### src/rtl/async_rd_pkg.sv
package async_rd_pkg;

    typedef enum logic [1:0] {
        ST_IDLE   = 2'd0,
        ST_ACTIVE = 2'd1,
        ST_DONE   = 2'd2
    } rd_state_e;

    localparam int unsigned SB_CS  = 0;
    localparam int unsigned SB_ADV = 1;
    localparam int unsigned SB_OE  = 2;
    localparam int unsigned NUM_SB = 3;

endpackage

### src/rtl/async_rd_cfg_check.sv
module async_rd_cfg_check #(
    parameter int unsigned TW = 5
) (
    input  logic [TW-1:0] cs_off,
    input  logic [TW-1:0] adv_off,
    input  logic [TW-1:0] oe_on,
    input  logic [TW-1:0] oe_off,
    input  logic [TW-1:0] access,
    input  logic [TW-1:0] total,
    output logic          err
);
    logic turn_bad;
    logic len_bad;

    always_comb begin
        // output-enable may not overlap address phase on the shared bus
        turn_bad = (oe_on < adv_off);
        // total length must cover every stop count and the sample point
        len_bad  = (total < cs_off) || (total < adv_off) ||
                   (total < oe_off) || (total <= access);
        err      = turn_bad || len_bad;
    end
endmodule

### src/rtl/async_rd_window.sv
module async_rd_window #(
    parameter int unsigned TW = 5
) (
    input  logic          en,
    input  logic [TW-1:0] cnt,
    input  logic [TW-1:0] start,
    input  logic [TW-1:0] stop,
    output logic          hit
);
    always_comb begin
        hit = en && (cnt >= start) && (cnt < stop);
    end
endmodule

### src/rtl/async_rd_timer.sv
module async_rd_timer #(
    parameter int unsigned TW = 5
) (
    input  logic          clk,
    input  logic          rst_n,
    input  logic          clear,
    input  logic          step,
    output logic [TW-1:0] cnt
);
    always_ff @(posedge clk or negedge rst_n) begin
        if (!rst_n) begin
            cnt <= '0;
        end else if (clear) begin
            cnt <= '0;
        end else if (step) begin
            cnt <= cnt + TW'(1);
        end
    end
endmodule

### src/rtl/async_rd_seq.sv
module async_rd_seq
    import async_rd_pkg::*;
#(
    parameter int unsigned TW = 5,
    parameter int unsigned DW = 16
) (
    input  logic          clk,
    input  logic          rst_n,
    input  logic [TW-1:0] cfg_cs_on,
    input  logic [TW-1:0] cfg_cs_off,
    input  logic [TW-1:0] cfg_adv_on,
    input  logic [TW-1:0] cfg_adv_off,
    input  logic [TW-1:0] cfg_oe_on,
    input  logic [TW-1:0] cfg_oe_off,
    input  logic [TW-1:0] cfg_access,
    input  logic [TW-1:0] cfg_total,
    output logic          cfg_err,
    input  logic          req_valid,
    input  logic [DW-1:0] req_addr,
    output logic          req_ready,
    output logic          rsp_valid,
    output logic [DW-1:0] rsp_data,
    output logic          mem_cs_n,
    output logic          mem_adv_n,
    output logic          mem_oe_n,
    output logic [DW-1:0] bus_out,
    output logic          bus_oe,
    input  logic [DW-1:0] bus_in
);
    localparam logic [TW-1:0] ONE = TW'(1);

    rd_state_e     state_q;
    rd_state_e     state_d;
    logic [TW-1:0] cnt;
    logic          accept;
    logic          active;
    logic          last;

    // snapshot of the timing taken at acceptance
    logic [TW-1:0] on_q  [NUM_SB];
    logic [TW-1:0] off_q [NUM_SB];
    logic [TW-1:0] on_in [NUM_SB];
    logic [TW-1:0] off_in[NUM_SB];
    logic [TW-1:0] acc_q;
    logic [TW-1:0] tot_q;
    logic [DW-1:0] addr_q;
    logic [DW-1:0] data_q;
    logic [NUM_SB-1:0] hit;

    always_comb begin
        on_in[SB_CS]   = cfg_cs_on;
        off_in[SB_CS]  = cfg_cs_off;
        on_in[SB_ADV]  = cfg_adv_on;
        off_in[SB_ADV] = cfg_adv_off;
        on_in[SB_OE]   = cfg_oe_on;
        off_in[SB_OE]  = cfg_oe_off;
    end

    async_rd_cfg_check #(.TW(TW)) u_check (
        .cs_off  (cfg_cs_off),
        .adv_off (cfg_adv_off),
        .oe_on   (cfg_oe_on),
        .oe_off  (cfg_oe_off),
        .access  (cfg_access),
        .total   (cfg_total),
        .err     (cfg_err)
    );

    async_rd_timer #(.TW(TW)) u_timer (
        .clk   (clk),
        .rst_n (rst_n),
        .clear (accept),
        .step  (active),
        .cnt   (cnt)
    );

    always_comb begin
        active    = (state_q == ST_ACTIVE);
        last      = active && (cnt == tot_q - ONE);
        req_ready = ((state_q == ST_IDLE) || (state_q == ST_DONE)) && !cfg_err;
        accept    = req_valid && req_ready;
    end

    // next-state logic
    always_comb begin
        state_d = state_q;
        unique case (state_q)
            ST_IDLE:   if (accept) state_d = ST_ACTIVE;
            ST_ACTIVE: if (last)   state_d = ST_DONE;
            ST_DONE:   state_d = accept ? ST_ACTIVE : ST_IDLE;
            default:   state_d = ST_IDLE;
        endcase
    end

    // state register
    always_ff @(posedge clk or negedge rst_n) begin
        if (!rst_n) begin
            state_q <= ST_IDLE;
        end else begin
            state_q <= state_d;
        end
    end

    // snapshot registers
    genvar g;
    generate
        for (g = 0; g < NUM_SB; g++) begin : g_snap
            always_ff @(posedge clk or negedge rst_n) begin
                if (!rst_n) begin
                    on_q[g]  <= '0;
                    off_q[g] <= '0;
                end else if (accept) begin
                    on_q[g]  <= on_in[g];
                    off_q[g] <= off_in[g];
                end
            end

            async_rd_window #(.TW(TW)) u_win (
                .en    (active),
                .cnt   (cnt),
                .start (on_q[g]),
                .stop  (off_q[g]),
                .hit   (hit[g])
            );
        end
    endgenerate

    always_ff @(posedge clk or negedge rst_n) begin
        if (!rst_n) begin
            acc_q  <= '0;
            tot_q  <= ONE;
            addr_q <= '0;
        end else if (accept) begin
            acc_q  <= cfg_access;
            tot_q  <= cfg_total;
            addr_q <= req_addr;
        end
    end

    // data sample at the programmed access count
    always_ff @(posedge clk or negedge rst_n) begin
        if (!rst_n) begin
            data_q <= '0;
        end else if (active && (cnt == acc_q)) begin
            data_q <= bus_in;
        end
    end

    // outputs
    always_comb begin
        mem_cs_n  = !hit[SB_CS];
        mem_adv_n = !hit[SB_ADV];
        mem_oe_n  = !hit[SB_OE];
        bus_oe    = active && (cnt < off_q[SB_ADV]);
        bus_out   = bus_oe ? addr_q : '0;
        rsp_valid = (state_q == ST_DONE);
        rsp_data  = data_q;
    end
endmodule

### config.mk
export PLATFORM = sky130hd
export DESIGN_NAME = async_rd_seq
export DESIGN_NICKNAME = d
export VERILOG_FILES = /design/src/rtl/async_rd_pkg.sv /design/src/rtl/async_rd_cfg_check.sv /design/src/rtl/async_rd_window.sv /design/src/rtl/async_rd_timer.sv /design/src/rtl/async_rd_seq.sv
export SDC_FILE = /design/constraint.sdc
export NUM_CORES = 1
export LEC_CHECK = 0
export BUFFER_PORTS_ARGS = -buffer_cell sky130_fd_sc_hd__buf_4
export CAP_MARGIN = 20
export CELL_PAD_IN_SITES_DETAIL_PLACEMENT = 0
export CELL_PAD_IN_SITES_GLOBAL_PLACEMENT = 1
export CORE_MARGIN = 2
export CORE_UTILIZATION = 37
export DETAILED_ROUTE_END_ITERATION = 16
export PLACE_DENSITY = 0.77
export REMOVE_ABC_BUFFERS = 1
export SYNTH_ARGS = -nofsm -noshare
export SYNTH_HDL_FRONTEND = slang
export SYNTH_HIERARCHICAL = 1
export SYNTH_SLANG_ARGS = --single-unit
### constraint.sdc
create_clock -name clk -period 1.9 [get_ports clk]
set_input_delay 0.19 -clock clk [delete_from_list [all_inputs] [get_ports clk]]
set_output_delay 0.19 -clock clk [all_outputs]
set_load 0.03 [all_outputs]
==> impl_metrics.tcl, run 1 <==
set metrics [dict create \
    outcome "finished with violations" \
    violations "negative setup slack" \
    routed_wl_um 13600 \
    slowest_stage "or4_4" \
    synth-seq-cells 79 \
    worst_slack_ns -0.326 \
    wl_per_cell_um 16.9 \
    grt_pass1_vias 4099 \
    hp-start "req_addr[15]" \
    io_buffers 113 \
    grt_max_degree 51 \
    dp_hpwl_um 8840 \
    drc 0 \
    cp_num_buf_inv 3 \
    worstPathCellList "buf_12 > ha_4 > nand2_2 > o21ai_1 > a221o_1 > nand3_1 > or4_4 > nor2_4 > and2_4 > buf_4 > buf_12 > mux2_4" \
    postSynth.asyncResetShare_pct 100 \
    diodes 0 \
    root_buffer "clkbuf_16" \
    critPathTopFamily "simple AND/OR/NAND/NOR gates" \
    worstHoldPathCells 3 \
    vias 3983 \
    finalHoldViolations 0 \
    ys.flop_type "dfrtp_1" \
    antenna_left 0 \
    first_pass_iters 6 \
    arrival_ns 2.45 \
    initialDrtViolationCount 181 \
    nNetsFinal 761 \
    finalSetupViolations 99 \
    syn-instance-count 452 \
    drive_above_1_share_pct 54.6 \
    reg2reg_depth 7 \
    critPathKind "primary input to flip-flop" \
    clk_latency_ns 0.34 \
    fin_crit_ns 2.23 \
    period_share_pct 117 \
    ys_seq_area_share_pct 42.1 \
    fmax_mhz 449 \
    finalClockSkew_ns 0.00701 \
    die_w_um 117 \
    grt_use_total_pct 19.8 \
    startpoint "cfg_total[2]" \
    final-max-slew-violation-count 0 \
    drv_cap 0 \
    die_h_um 117 \
    crit_top_cell "buf_12" \
    synth_warnings 6 \
    ios 114 \
    timing.rr.start "u_timer/cnt[1]" \
    grt_pass1_wl_um 20500 \
    p_per_area_nw_per_um2 1220 \
    cts_tree "built" \
    end_kind "flip-flop" \
    required_ns 2.12 \
    rsz0062_at_grt "yes" \
    synth_edf_count 0 \
    cp.depth 12 \
    cts_buffer_depth 2 \
    place_congestion 0.811 \
    dieArea_um2 13600 \
    worstMarginPinSlew_ns 0.700 \
    ir_drop_uv 637 \
    antenna_found_initial 0 \
    synth_area_per_cell_um2 10.4 \
    fin_util_pct 61.0 \
    rows 41 \
    final.setup.tns_ns -20.30 \
    syn_to_final_growth_pct 62.7 \
    start_util_pct 37.5 \
    whs_ns 0.0498 \
    synth_area_um2 4690 \
    htreeDepth 3 \
    slew_headroom_pct 53.3 \
    clkSinkCount 79 \
    power.leakage_nw 3.65 \
    cts_buffers 9 \
    grt_remaining_overflow 0 \
    hold_class "primary input to flip-flop" \
    crit_fanout 8 \
    place_worst_setup_slack_ns -0.729 \
    path_clk_slew_ns 0.06 \
    synth.distinct_cells 50 \
    cp_slowest_stage_delay_ns 0.56 \
    vias_per_cell 4.92 \
    core_um2 12500 \
    startpoint_type "primary input" \
]
[synthesized netlist by cell type, types with 2 or more instances]
cell type	number	share of area [%]
nand4_1	3	0.40
nor2b_4	3	0.88
nand3b_1	4	0.64
nor2_1	6	0.48
a211oi_2	3	0.80
clkbuf_1	8	0.64
xnor2_1	7	1.3
inv_1	72	5.8
buf_1	4	0.32
nand2_1	35	2.8
and2_1	2	0.27
a21oi_1	20	2.1
buf_2	5	0.53
xor2_1	5	0.93
mux2_2	48	12
dfrtp_1	78	42
nand3_1	9	0.96
a311oi_1	16	3.0
a21o_1	3	0.48
ha_1	54	14
nand2b_1	5	0.67
o21bai_1	2	0.32
nor2b_1	2	0.27
nor3b_1	2	0.32
o21ai_0	26	2.8
a221o_1	2	0.43
o21ai_1	5	0.53
[where the power goes]
part | leakage, nW | switching (mW) | internal [mW]
Sequential | 0.973 | 0.318 | 2.19
Combinational | 2.52 | 2.52 | 2.28
Clock | 0.162 | 0.688 | 1.32
[cells by family (layout without fill, tap and decap cells)]
family	after synthesis	after routing	synth area share (%)
buffers and inverters	92	275	7.73
AOI/OAI and AO/OA	85	87	12.0
DFF	79	79	42.1
and+or+nand+nor	79	79	9.25
adders and majority gates	54	54	14.4
muxes	51	51	12.3
xor gates and xnor gates	12	12	2.24
[placed cells by master, fill, tap and decap left out, types with 15 or more instances in the layout]
cell type	synthesis	routed
a311oi_2	0	16
clkbuf_16	0	15
mux2_4	1	46
buf_4	1	147
ha_4	0	18
nand2_1	35	24
buf_6	1	17
dfrtp_1	78	77
inv_1	72	65
ha_1	54	33
[sequential cells by signal (all words and copies together) (netlist names)]
name	count
u_timer/cnt	5
acc_q	5
state_q	2
addr_q	16
rsp_data	16
tot_q	5
off_q	15
on_q	15
[tightest hold or removal path: stages]
cell and delay, ns:
buf_4 0.08, nand2_2 0.04, o21ai_2 0.04
[what timing repair did]
action,CTS,global route
pin swaps,35,37
cloned,5,6
resized for setup,91,92
hold buffers,1,0
hold endpoints to repair,45,0
setup endpoints to repair,84,100
setup buffers,11,9
[metrics by stage]
stage	power (mW)	instances	area (µm²)
detailed placement	5.87	761	6040
CTS	8.81	794	7080
global route	9.86	809	7640
global placement	5.76	761	6040
finish	9.31	809	7640
floorplan	4.62	433	4610
[area by class of cell]
class                           instances  area (µm²)
Inverter                               73         279
Tap cell                              172         215
Fill cell                            1037        4880
Timing Repair Buffer                  186        1760
Multi-Input combinational cell        283        3050
Clock buffer                           11         243
Sequential cell                        79        1980
Clock inverter                          5         105
[path summary, 6_finish.rpt]
kind / end / slack, ns
max: on_q[7] / -0.33
min: addr_q[15] / 0.05
max reg2reg: rsp_data[12] / -0.04
min reg2reg: off_q[12] / 0.51
max in group asynchronous: on_q[0] / 0.81
min in group asynchronous: u_timer/cnt[3] / 0.43
[per-layer routing]
metal  vias to the layer above  wire length [µm]  track usage (%)
li1                       1916                 -                -
met1                      1984              5960             24.3
met2                        74              7090             35.4
met3                         9               475             4.83
met4                         0               112             3.92
met5                         -                 0                0
Power figures use the tool's default switching activity.
==> run 2, diff against run 1 <==
- CORE_UTILIZATION: 37 -> 40
- PLACE_DENSITY: 0.77 -> default
- PLACE_DENSITY_LB_ADDON: default -> 0.1
- clock period: 1.9 -> 2.87 ns (I/O delays scaled with it)
==> run 2 against run 1 <==
The flow now finishes without violations. Power shrank 48%. Cell area shrank 21%. Utilization shrank 8.1 points. Sequential cell count is the same. Sequential power shrank 35%. Clock power shrank 47%. First-iteration DRC count shrank 36%. Sequential share of layout area grew 6.8 points.
==> impl_metrics.tcl, run 2 (synthesized netlist as in run 1, its figures left out) <==
set metrics [dict create \
    end_kind "primary output" \
    drv_cap 0 \
    cts_buffer_depth 2 \
    first_pass_iters 5 \
    io_buffers 113 \
    root_buffer "clkbuf_16" \
    finalClockSkew_ns 0.00307 \
    wl_met1_um 5180 \
    final_common_cell "buf_4" \
    worstMarginPinSlew_ns 0.541 \
    power_mw 4.82 \
    crit_top_cell "a21o_1" \
    core_um2 11400 \
    finalHoldViolations 0 \
    finalSetupViolations 0 \
    drc 0 \
    grt_max_degree 80 \
    vias_per_cell 4.98 \
    cts_resized 0 \
    hold_class "primary input to flip-flop" \
    critPathKind "flip-flop to primary output" \
    crit_fanout 17 \
    fillCellCount 1048 \
    required_ns 2.58 \
    grt_pass1_vias 3581 \
    fmax_mhz 395 \
    period_share_pct 88.2 \
    vias 3572 \
    worstPathCellList "nand2b_1 > a21o_1 > a21o_1 > a311oi_1 > buf_4" \
    critPathTopFamily "compound AO/OA/AOI/OAI gates" \
    nNetsFinal 699 \
    grt_remaining_overflow 0 \
    diodes 0 \
    grt_use_total_pct 18.3 \
    syn_to_final_growth_pct 28.8 \
    drive_above_1_share_pct 35.0 \
    outcome "completed" \
    dp_hpwl_um 8050 \
    dr_wl_met3_um 491 \
    cp_num_buf_inv 1 \
    worst_slack_ns 0.340 \
    final-max-slew-violation-count 0 \
    path_clk_slew_ns 0.06 \
    routed_wl_um 10900 \
    rows 39 \
    layout_common_cells "122 x buf_4, 78 x dfrtp_1, 72 x inv_1" \
    slew_headroom_pct 63.9 \
    antenna_left 0 \
    clkSinkCount 79 \
    dieArea_um2 12600 \
    die_w_um 112 \
    dr_wl_met2_um 5010 \
    cts_tree "built" \
    htreeDepth 3 \
    cts_buffers 9 \
    grt_pass1_wl_um 18200 \
    arrival_ns 2.24 \
    power.leakage_nw 3.08 \
    cp_slowest_stage_delay_ns 0.51 \
    cts.hold.buffers_added 0 \
    routed.top_layer "met4" \
    startpoint_type "flip-flop" \
    die_h_um 112 \
    fin_crit_ns 2.53 \
    antenna_found_initial 0 \
    place_worst_setup_slack_ns 0.0844 \
    post-cts-setup-buffers 0 \
    clk_latency_ns 0.34 \
    wl_per_cell_um 15.2 \
    rsz0062_at_grt "no" \
    slowest_stage "dfrtp_1" \
    ir_drop_uv 525 \
    initialDrtViolationCount 115 \
    place_congestion 0.752 \
    start_util_pct 41.1 \
    p_per_area_nw_per_um2 798 \
    ios 114 \
]
-- run 2: cell types whose count changed in the layout (fill, tap and decap cells not counted), sizes merged --
cell	delta
buf	-54
clkinv	+4
clkinvlp	-1
bufinv	-3
clkbuf	-7
a21o	-2
-- run 2: area by class of cell --
type	instances	area [µm²]	share of cell area [%]
clock buffers	10	239	3.95
clock inverters	5	35.0	0.579
inverters	73	274	4.53
multi-input cells	281	2350	38.9
flip-flops and latches	79	1980	32.7
well taps	143	179	2.96
repair buffers	126	986	16.3
-- run 2: per-layer routing --
metal / GRT usage, % / vias to the layer above
met3: 2.86 / 13
li1: - / 1791
met1: 25.1 / 1696
met2: 29.0 / 72
met5: 0 / -
met4: 7.32 / 0
-- run 2: worst paths after layout --
| check | from | to | slack (ns) | cells after the start |
|---|---|---|---|---|
| worst min-delay path | req_addr[14] | addr_q[14] | 0.14 | 3 |
| worst min register to register | on_q[9] | on_q[9] | 0.50 | 1 |
| max in group asynchronous | rst_n | tot_q[3] | 1.79 | 3 |
| min in group asynchronous | rst_n | on_q[13] | 0.47 | 2 |
| worst max-delay path | u_timer/cnt[0] | bus_out[10] | 0.34 | 5 |
| worst max register to register | u_timer/cnt[3] | rsp_data[13] | 0.71 | 6 |
-- run 2: stage by stage --
| stage | instances | setup TNS [ns] | utilization (%) | cell area (µm²) | hold WS (ns) |
|---|---|---|---|---|---|
| floorplan | 433 | -90.00 | - | 4610 | -0.00859 |
| global placement | 700 | 0 | 50.3 | 5740 | 0.491 |
| detailed placement | 700 | 0 | 50.3 | 5740 | 0.495 |
| CTS | 715 | 0 | 52.7 | 6020 | 0.131 |
| global route | 717 | 0 | 52.9 | 6050 | 0.149 |
| finish | 717 | 0 | 52.9 | 6050 | 0.143 |
-- run 2: worst register-to-register path, stage by stage, from the launching register on --
cell and delay (ns):
dfrtp_1 0.52, buf_4 0.24, xor2_1 0.14, a221o_1 0.30, nor4_4 0.18, buf_4 0.28
mux2_2 0.38
-- run 2: power breakdown --
| group | internal [mW] | switching (mW) |
|---|---|---|
| logic | 0.907 | 1.22 |
| registers | 1.45 | 0.187 |
| clock network | 0.604 | 0.460 |
==> run 3, diff against run 2 <==
- CORE_UTILIZATION: 40 -> 45
==> run 3 against run 2 <==
Power is 3.6% lower. Sequential cell count unchanged. Global-route usage is 2.4 points higher. Hold slack lost 0.029 ns. Worst setup slack got worse by 0.11 ns. Cell count fell by 0.98%. Highest routed layer unchanged.
==> impl_metrics.tcl, run 3 (synthesized netlist as in run 1, its figures left out) <==
set metrics [dict create \
    initialDrtViolationCount 105 \
    io_buffers 113 \
    clk_latency_ns 0.37 \
    grt_pass1_wl_um 17900 \
    fin_crit_ns 2.64 \
    cp_slowest_stage_delay_ns 0.55 \
    end_kind "primary output" \
    hold_class "primary input to flip-flop" \
    outcome "completed" \
    crit_top_cell "a21o_1" \
    critPathTopFamily "compound AO/OA/AOI/OAI gates" \
    place_congestion 0.747 \
    startpoint "u_timer/cnt[0]" \
    cts_tree "built" \
    seq_area_um2 1980 \
    grt_use_total_pct 20.7 \
    startpoint_type "flip-flop" \
    worstPathCellList "nand2b_1 > a21o_1 > a21o_1 > a311oi_1 > buf_4" \
    final_area_um2 5970 \
    htreeDepth 3 \
    routed_wl_um 11000 \
    crit_fanout 17 \
    ir_drop_uv 347 \
    period_share_pct 92.1 \
    diodes 0 \
    placed_cell_area_um2 5730 \
    grt_remaining_overflow 0 \
    dieArea_um2 11300 \
    worstMarginPinSlew_ns 0.582 \
    path_clk_slew_ns 0.09 \
    p_per_area_nw_per_um2 779 \
    layout_common_cells "121 x buf_4, 78 x dfrtp_1, 72 x inv_1" \
    rsz0062_at_grt "no" \
    dp_hpwl_um 8080 \
    grt_pass1_vias 3600 \
    drive_above_1_share_pct 35.0 \
    cts_buffer_depth 2 \
    power_mw 4.65 \
    slew_headroom_pct 61.2 \
    whs_ns 0.114 \
    fmax_mhz 378 \
    cts_resized 0 \
    ios 114 \
    antenna_found_initial 0 \
    cts_buffers 9 \
    nNetsFinal 698 \
    critPathKind "flip-flop to primary output" \
    antenna_left 0 \
    multiInputGateArea_um2 2350 \
    timing.rr.start "u_timer/cnt[3]" \
    finalSetupViolations 0 \
    core_um2 10200 \
    drc 0 \
    syn_to_final_growth_pct 27.1 \
    start_util_pct 45.9 \
    final-max-slew-violation-count 0 \
    arrival_ns 2.36 \
    final_common_cell "buf_4" \
    slowest_stage "dfrtp_1" \
    vias_per_cell 5.08 \
    first_pass_iters 5 \
    fillCellCount 913 \
    clkSinkCount 79 \
    required_ns 2.58 \
    wl_per_cell_um 15.5 \
    drv_cap 0 \
    die_w_um 106 \
    grt_max_degree 80 \
    finalHoldViolations 0 \
    cp_num_buf_inv 1 \
    die_h_um 106 \
    rows 37 \
    root_buffer "clkbuf_8" \
    finalClockSkew_ns 0.0119 \
    hp-start "req_addr[11]" \
    vias 3604 \
    power.leakage_nw 3.05 \
]
## run 3: area by class of cell
cell class	count	share of cell area, %
Clock buffer	9	2.08
Clock inverter	7	1.34
Inverter	73	4.59
Multi-Input combinational cell	281	39.5
Sequential cell	79	33.2
Tap cell	136	2.85
Timing Repair Buffer	125	16.5
## run 3: what timing repair did
item,4_1_cts,5_1_grt
hold buffers,0,1
endpoints found under the hold margin,0,13
buffers inserted,0,0
## run 3: worst reg2reg max path: cells and delay by family (launching register included)
family	cells	cell delay, ns
buffers and inverters	2	0.52
AOI/OAI and AO/OA	1	0.30
DFF	1	0.50
and+or+nand+nor	1	0.13
xor gates and xnor gates	1	0.14
muxes	1	0.37
## run 3: through the flow
stage	TNS (ns)	util, %	worst slack [ns]	cells
2_1_floorplan	-90.00	-	-1.55	433
3_5_place_dp	0	56.0	0.0930	692
4_1_cts	0	58.0	0.212	708
3_3_place_gp	0	56.0	0.161	692
6_report	0	58.3	0.228	710
5_1_grt	0	58.3	0.108	710
## run 3: final timing paths
kind	to	slack [ns]	cells past startpoint
worst max-delay path	bus_out[8]	0.23	5
worst min-delay path	addr_q[11]	0.11	3
worst max register to register	rsp_data[0]	0.80	6
worst min register to register	off_q[4]	0.51	1
max in group asynchronous	tot_q[0]	1.90	3
min in group asynchronous	on_q[13]	0.31	2
## run 3: power breakdown
part | leakage [nW] | internal (mW) | total (mW) | switching [mW]
Sequential | 0.974 | 1.45 | 1.64 | 0.199
Combinational | 1.97 | 0.909 | 2.13 | 1.22
Clock | 0.102 | 0.414 | 0.871 | 0.457
Total | 3.05 | 2.77 | 4.65 | 1.88
## run 3: metal layers
layer	wire, µm	global-route usage, %
met5	0	0
met2	5540	34.8
met4	189	8.27
met1	4800	26.6
met3	466	3.19
